File: config.mk
export PLATFORM = sky130hd
export DESIGN_NAME = pd_seq_top
export DESIGN_NICKNAME = d
export VERILOG_FILES = /design/src/rtl/pd_pkg.sv /design/src/rtl/pd_domain_fsm.sv /design/src/rtl/pd_tree_ctl.sv /design/src/rtl/pd_seq_top.sv
export SDC_FILE = /design/constraint.sdc
export NUM_CORES = 1
export LEC_CHECK = 0
export ABC_AREA = 1
export BUFFER_PORTS_ARGS = -buffer_cell sky130_fd_sc_hd__buf_2
export CAP_MARGIN = 40
export CORE_ASPECT_RATIO = 1.2
export CORE_UTILIZATION = 55
export CTS_CLUSTER_DIAMETER = 100
export DETAILED_ROUTE_END_ITERATION = 10
export PLACE_DENSITY = 0.78
export SLEW_MARGIN = 20
export SYNTH_ARGS = -nofsm -noshare
export SYNTH_HDL_FRONTEND = slang
export SYNTH_HIERARCHICAL = 1
export SYNTH_SLANG_ARGS = --single-unit
File: constraint.sdc
create_clock -name clk -period 2.44 [get_ports clk]
set_clock_uncertainty 0.05 [all_clocks]
set_input_delay 0.244 -clock clk [delete_from_list [all_inputs] [get_ports clk]]
set_output_delay 0.244 -clock clk [all_outputs]
set_load 0.05 [all_outputs]
File: src/rtl/pd_pkg.sv
package pd_pkg;
  typedef enum logic [2:0] {
    PD_OFF,
    PD_RAMP,
    PD_SETTLE,
    PD_ON,
    PD_SAVE,
    PD_CUT
  } pd_state_e;
endpackage

File: src/rtl/pd_domain_fsm.sv
module pd_domain_fsm
  import pd_pkg::*;
#(
  parameter int CNTW     = 8,
  parameter int RUSH_DEF = 16
) (
  input  logic            clk,
  input  logic            rst_n,
  input  logic            go_up,
  input  logic            go_down,
  input  logic            v_ok,
  input  logic            c_ok,
  input  logic            save_done,
  input  logic [CNTW-1:0] rush_len,
  output pd_state_e       state,
  output logic            pwr_en,
  output logic            clk_en,
  output logic            iso_en,
  output logic            save_req,
  output logic            ready
);
  localparam logic [CNTW-1:0] DEF_LEN = CNTW'(RUSH_DEF);
  localparam logic [CNTW-1:0] CNT_MAX = {CNTW{1'b1}};

  logic [CNTW-1:0] cnt;
  logic [CNTW-1:0] limit;
  logic            settled;

  assign limit   = (rush_len == '0) ? DEF_LEN : rush_len;
  assign settled = (cnt >= limit - CNTW'(1));

  always_ff @(posedge clk) begin
    if (!rst_n) begin
      state <= PD_OFF;
      cnt   <= '0;
    end else begin
      case (state)
        PD_OFF:    if (go_up) state <= PD_RAMP;
        PD_RAMP:   if (v_ok) begin
                     state <= PD_SETTLE;
                     cnt   <= '0;
                   end
        PD_SETTLE: if (c_ok && settled) state <= PD_ON;
                   else if (cnt != CNT_MAX) cnt <= cnt + CNTW'(1);
        PD_ON:     if (go_down) state <= PD_SAVE;
        PD_SAVE:   if (save_done) state <= PD_CUT;
        PD_CUT:    state <= PD_OFF;
        default:   state <= PD_OFF;
      endcase
    end
  end

  always_comb begin
    pwr_en   = (state != PD_OFF);
    clk_en   = (state == PD_SETTLE) || (state == PD_ON) || (state == PD_SAVE);
    iso_en   = (state != PD_ON);
    save_req = (state == PD_SAVE);
    ready    = (state == PD_ON);
  end
endmodule

File: src/rtl/pd_tree_ctl.sv
module pd_tree_ctl
  import pd_pkg::*;
#(
  parameter int                NDOM       = 4,
  parameter int                IW         = 2,
  parameter logic [NDOM*8-1:0] PARENT_MAP = '0
) (
  input  logic            clk,
  input  logic            rst_n,
  input  pd_state_e       st [NDOM],
  input  logic            cmd_valid,
  input  logic [IW-1:0]   cmd_dom,
  input  logic            cmd_on,
  input  logic            sleep_req,
  output logic [NDOM-1:0] go_up,
  output logic [NDOM-1:0] go_down,
  output logic            err
);
  function automatic int parent_of(int i);
    return int'(PARENT_MAP[i*8 +: 8]);
  endfunction

  function automatic logic [NDOM-1:0] anc_mask(int i);
    logic [NDOM-1:0] m;
    int k;
    m = '0;
    k = i;
    for (int d = 0; d < NDOM; d++) begin
      m[k] = 1'b1;
      k = parent_of(k);
    end
    return m;
  endfunction

  function automatic logic [NDOM-1:0] kid_mask(int p);
    logic [NDOM-1:0] m;
    m = '0;
    for (int j = 0; j < NDOM; j++)
      if (j != p && parent_of(j) == p) m[j] = 1'b1;
    return m;
  endfunction

  logic [NDOM-1:0] off_pend, pend_nxt, eff, busy, on_st, par_ok, bad_on;

  for (genvar i = 0; i < NDOM; i++) begin : g_dom
    localparam int              P   = parent_of(i);
    localparam logic [NDOM-1:0] ANC = anc_mask(i);
    localparam logic [NDOM-1:0] KID = kid_mask(i);
    logic hit_on, hit_off;

    assign busy[i]  = (st[i] != PD_OFF);
    assign on_st[i] = (st[i] == PD_ON);
    assign eff[i]   = |(off_pend & ANC);
    assign hit_on   = cmd_valid && cmd_on && (cmd_dom == IW'(i));
    assign hit_off  = (cmd_valid && !cmd_on && (cmd_dom == IW'(i))) || sleep_req;

    if (P == i) begin : g_root
      assign par_ok[i] = 1'b1;
    end else begin : g_kid
      assign par_ok[i] = on_st[P] && !eff[P];
    end

    assign go_up[i]    = hit_on && !busy[i] && par_ok[i];
    assign bad_on[i]   = hit_on && !busy[i] && !par_ok[i];
    assign go_down[i]  = on_st[i] && eff[i] && !(|(busy & KID));
    assign pend_nxt[i] = busy[i] && (off_pend[i] || hit_off);
  end

  always_ff @(posedge clk) begin
    if (!rst_n) begin
      off_pend <= '0;
      err      <= 1'b0;
    end else begin
      off_pend <= pend_nxt;
      err      <= err || (|bad_on);
    end
  end
endmodule

File: src/rtl/pd_seq_top.sv
module pd_seq_top
  import pd_pkg::*;
#(
  parameter int                NDOM       = 4,
  parameter int                IW         = $clog2(NDOM),
  parameter int                CNTW       = 8,
  parameter int                RUSH_DEF   = 16,
  parameter logic [NDOM*8-1:0] PARENT_MAP = 32'h01_00_00_00
) (
  input  logic            clk,
  input  logic            rst_n,
  input  logic            cmd_valid,
  input  logic [IW-1:0]   cmd_dom,
  input  logic            cmd_on,
  input  logic            sleep_req,
  input  logic [CNTW-1:0] rush_len,
  input  logic [NDOM-1:0] v_ok,
  input  logic [NDOM-1:0] c_ok,
  input  logic [NDOM-1:0] save_done,
  output logic [NDOM-1:0] pwr_en,
  output logic [NDOM-1:0] clk_en,
  output logic [NDOM-1:0] iso_en,
  output logic [NDOM-1:0] save_req,
  output logic [NDOM-1:0] ready,
  output logic            err
);
  pd_state_e       st [NDOM];
  logic [NDOM-1:0] go_up, go_down;

  pd_tree_ctl #(.NDOM(NDOM), .IW(IW), .PARENT_MAP(PARENT_MAP)) u_tree (
    .clk(clk), .rst_n(rst_n), .st(st),
    .cmd_valid(cmd_valid), .cmd_dom(cmd_dom), .cmd_on(cmd_on),
    .sleep_req(sleep_req), .go_up(go_up), .go_down(go_down), .err(err)
  );

  for (genvar i = 0; i < NDOM; i++) begin : g_fsm
    pd_domain_fsm #(.CNTW(CNTW), .RUSH_DEF(RUSH_DEF)) u_fsm (
      .clk(clk), .rst_n(rst_n),
      .go_up(go_up[i]), .go_down(go_down[i]),
      .v_ok(v_ok[i]), .c_ok(c_ok[i]), .save_done(save_done[i]),
      .rush_len(rush_len), .state(st[i]),
      .pwr_en(pwr_en[i]), .clk_en(clk_en[i]), .iso_en(iso_en[i]),
      .save_req(save_req[i]), .ready(ready[i])
    );
  end
endmodule

==> metrics <==
# clock sinks 49; DRC viols 0; FILL cells 760; Post-synth EDFFs 0; final setup fails 0; Synth Instances 757; status finished clean; yosys warns 6; GRT Max-Usage Layer met2; area grow syn2layout 21.4%; Max-slew headroom 60.2%; maximum buffer depth of the clock tree 2; M2 GR Usage 50.1%; Seq. cell area 981 µm²; Via density 5.21; first drt pass iteration count 4; GRT met3 Usage 2.80%; register share of total power 29.9%; ys flop type dfxtp_1; Die Span X 86.1 µm; first-pass GRT wire length 18800 µm; met1 GRT Util 29.2%; PortBufs 47; hpwl dp 9110 µm; Final Critical Period 2.35 ns; gr ovfl total 0; worst skew pair latency 0.30 ns; initial antenna violation count 0; share of layout cells above drive strength 1 23.9%; CTS tree done; die height 103 µm; routability cong. 0.905; total core area 8200 µm²; Post-Syn Nets 824; H-tree Lvls 2; Synth Area per Inst 6.17 µm²; Gate power share 57.2%; PD cells 672 nW/µm²; initial core utilization 57.0%; Starting DRT DRC Count 192; Post-Synthesis Cell Area 4670 µm²; CP endpoint kind flip-flop; Post-DRT Antenna Nets 0; n_diodes 0; largest net degree at the start of global routing 27; Seq/Total Area, Yosys 21.0%; Nets 922; Crit Path Category input port to flip-flop; fin crit share 96.1%; Slew @ Worst Pin 0.596 ns; Max-Cap Viols 0; CP Launch Type input port; leakage 0.00269 µW; io pins 48; GRT Util Overall 25.7%; asr flop ratio synth 0%; VDD IR max 516 µV; Layout Utilization 69.1%; clk slew on worst S/H paths 0.09 ns; Synth cell types 36; die footprint 8860 µm²; Avg WL per Cell 11.9 µm; internal power 1870 µW; area occupied by multi-input gates 3380 µm²; Worst EP required 2.63 ns; clock buffer count from CTS 5; max-slew violations 0; total routed wirelength 11600 µm; row count 36; Arr. time, crit path 2.53 ns; CP max FO 9; Clock Power Share 12.9%; CTS Root Cell clkbuf_8; Hold WC Path Type input port to flip-flop; vias in the first global route 4543; Max Freq 426 MHz; post-synthesis register bit count 49; Final Hold Fails 0; Vias 5053; P_sw 1940 µW; Min Hold Slack 0.159 ns; Switching Share 50.8%
-- cell type report --
type | count | area share (%)
Clock inverter | 2 | 0.265
Sequential cell | 49 | 17.3
Multi-Input combinational cell | 579 | 59.7
Timing Repair Buffer | 91 | 10.2
Tap cell | 114 | 2.52
Inverter | 129 | 8.70
Clock buffer | 6 | 1.28
-- power by group through the flow --
stage,sequential (µW),combinational [µW],clock (µW)
after global routing,1170,2440,544
final,1140,2180,489
after floorplan,1100,1670,0
after detailed placement,1150,2110,0
after global placement,1150,2040,0
after CTS,1130,2120,508
-- logic make-up after synthesis --
| kind of cell | after synthesis | synth area share (%) |
|---|---|---|
| fa+ha+maj | 40 | 10.7 |
| xor+xnor | 26 | 4.88 |
| simple gates | 423 | 41.0 |
| compound gates | 90 | 11.8 |
| buf+inv | 129 | 10.6 |
| flops | 49 | 21.0 |
-- cell usage in the layout, fill, tap and decap left out, types with 4 or more instances in the layout --
cell type and n:
o21ai_0 18, or2_2 9, o21a_1 4, buf_4 44, ha_1 36, nand2_2 14, nand2_1 160, a21oi_1 44
inv_1 114, buf_2 46, clkbuf_8 5, xnor2_1 8, nand3_1 72, nor2_4 5, nand3_2 5, dfxtp_1 49
o21ai_2 7, xor2_1 18, a21oi_4 4, nand3_4 7, nor2_1 103, nand4_1 5, inv_2 11, nand2_4 4
nor2_2 23, nor3_1 6
-- state kept, by name, summed over array words and instances (netlist names) --
register / count
g_fsm.u_fsm/cnt: 32
g_fsm.u_fsm/state: 12
u_tree/err: 1
u_tree/off_pend: 4
-- cells in the mapped netlist, types with 8 or more instances --
cell type	count	area share, %
a21oi_1	47	5.0
inv_1	119	9.6
dfxtp_1	49	21
nand2_1	168	14
nand3_1	78	8.4
nor2_2	13	1.7
ha_1	40	11
nor2_1	115	9.2
o21ai_0	21	2.3
xor2_1	18	3.4
xnor2_1	8	1.5
or2_2	9	1.2
-- critical path, stage by stage --
cell and delay (ns):
buf_4 0.15, inv_2 0.06, ha_2 0.17, nand3_1 0.10, inv_2 0.08, nand3_2 0.07
a21oi_2 0.20, nand4_1 0.13, xor2_1 0.16, ha_1 0.31, nand2_1 0.07, inv_1 0.04
nor2_1 0.11, o21a_1 0.14, nand2_2 0.07, nand3_4 0.11, buf_4 0.13, nand3_1 0.06
a21oi_1 0.13
-- per-layer routing --
layer,up-vias,wire [µm]
met3,20,369
met5,-,0
li1,2609,-
met2,107,6070
met4,0,215
met1,2317,4890
-- final timing paths --
check | startpoint | endpoint | slack (ns) | cells past startpoint
max | rush_len[0] | g_fsm[1].u_fsm/cnt[6] | 0.09 | 19
max reg2reg | g_fsm[1].u_fsm/state[1] | g_fsm[3].u_fsm/state[0] | 0.49 | 9
min reg2reg | u_tree/off_pend[2] | u_tree/off_pend[2] | 0.45 | 2
min | save_done[3] | g_fsm[3].u_fsm/state[2] | 0.16 | 3
-- metrics by stage --
step                total power, µW  instance area [µm²]  worst slack [ns]  TNS, ns  instances
floorplan                      2770                 4670            0.0112        0        757
global placement               3190                 5400            -0.236    -6.68        962
detailed placement             3260                 5400            -0.343   -10.79        962
CTS                            3760                 5490           0.00350        0        970
global route                   4150                 5670           -0.0321   -0.194        970
finish                         3810                 5670            0.0945        0        970
-- timing repair --
item                                    in CTS  in global routing
endpoints found under the setup margin       4                 43
pin swaps                                    3                 30
buffers inserted                             0                  0
resized for setup                            3                 51
hold buffers                                 0                  0
Note: power is estimated with default switching activity, not from simulation.
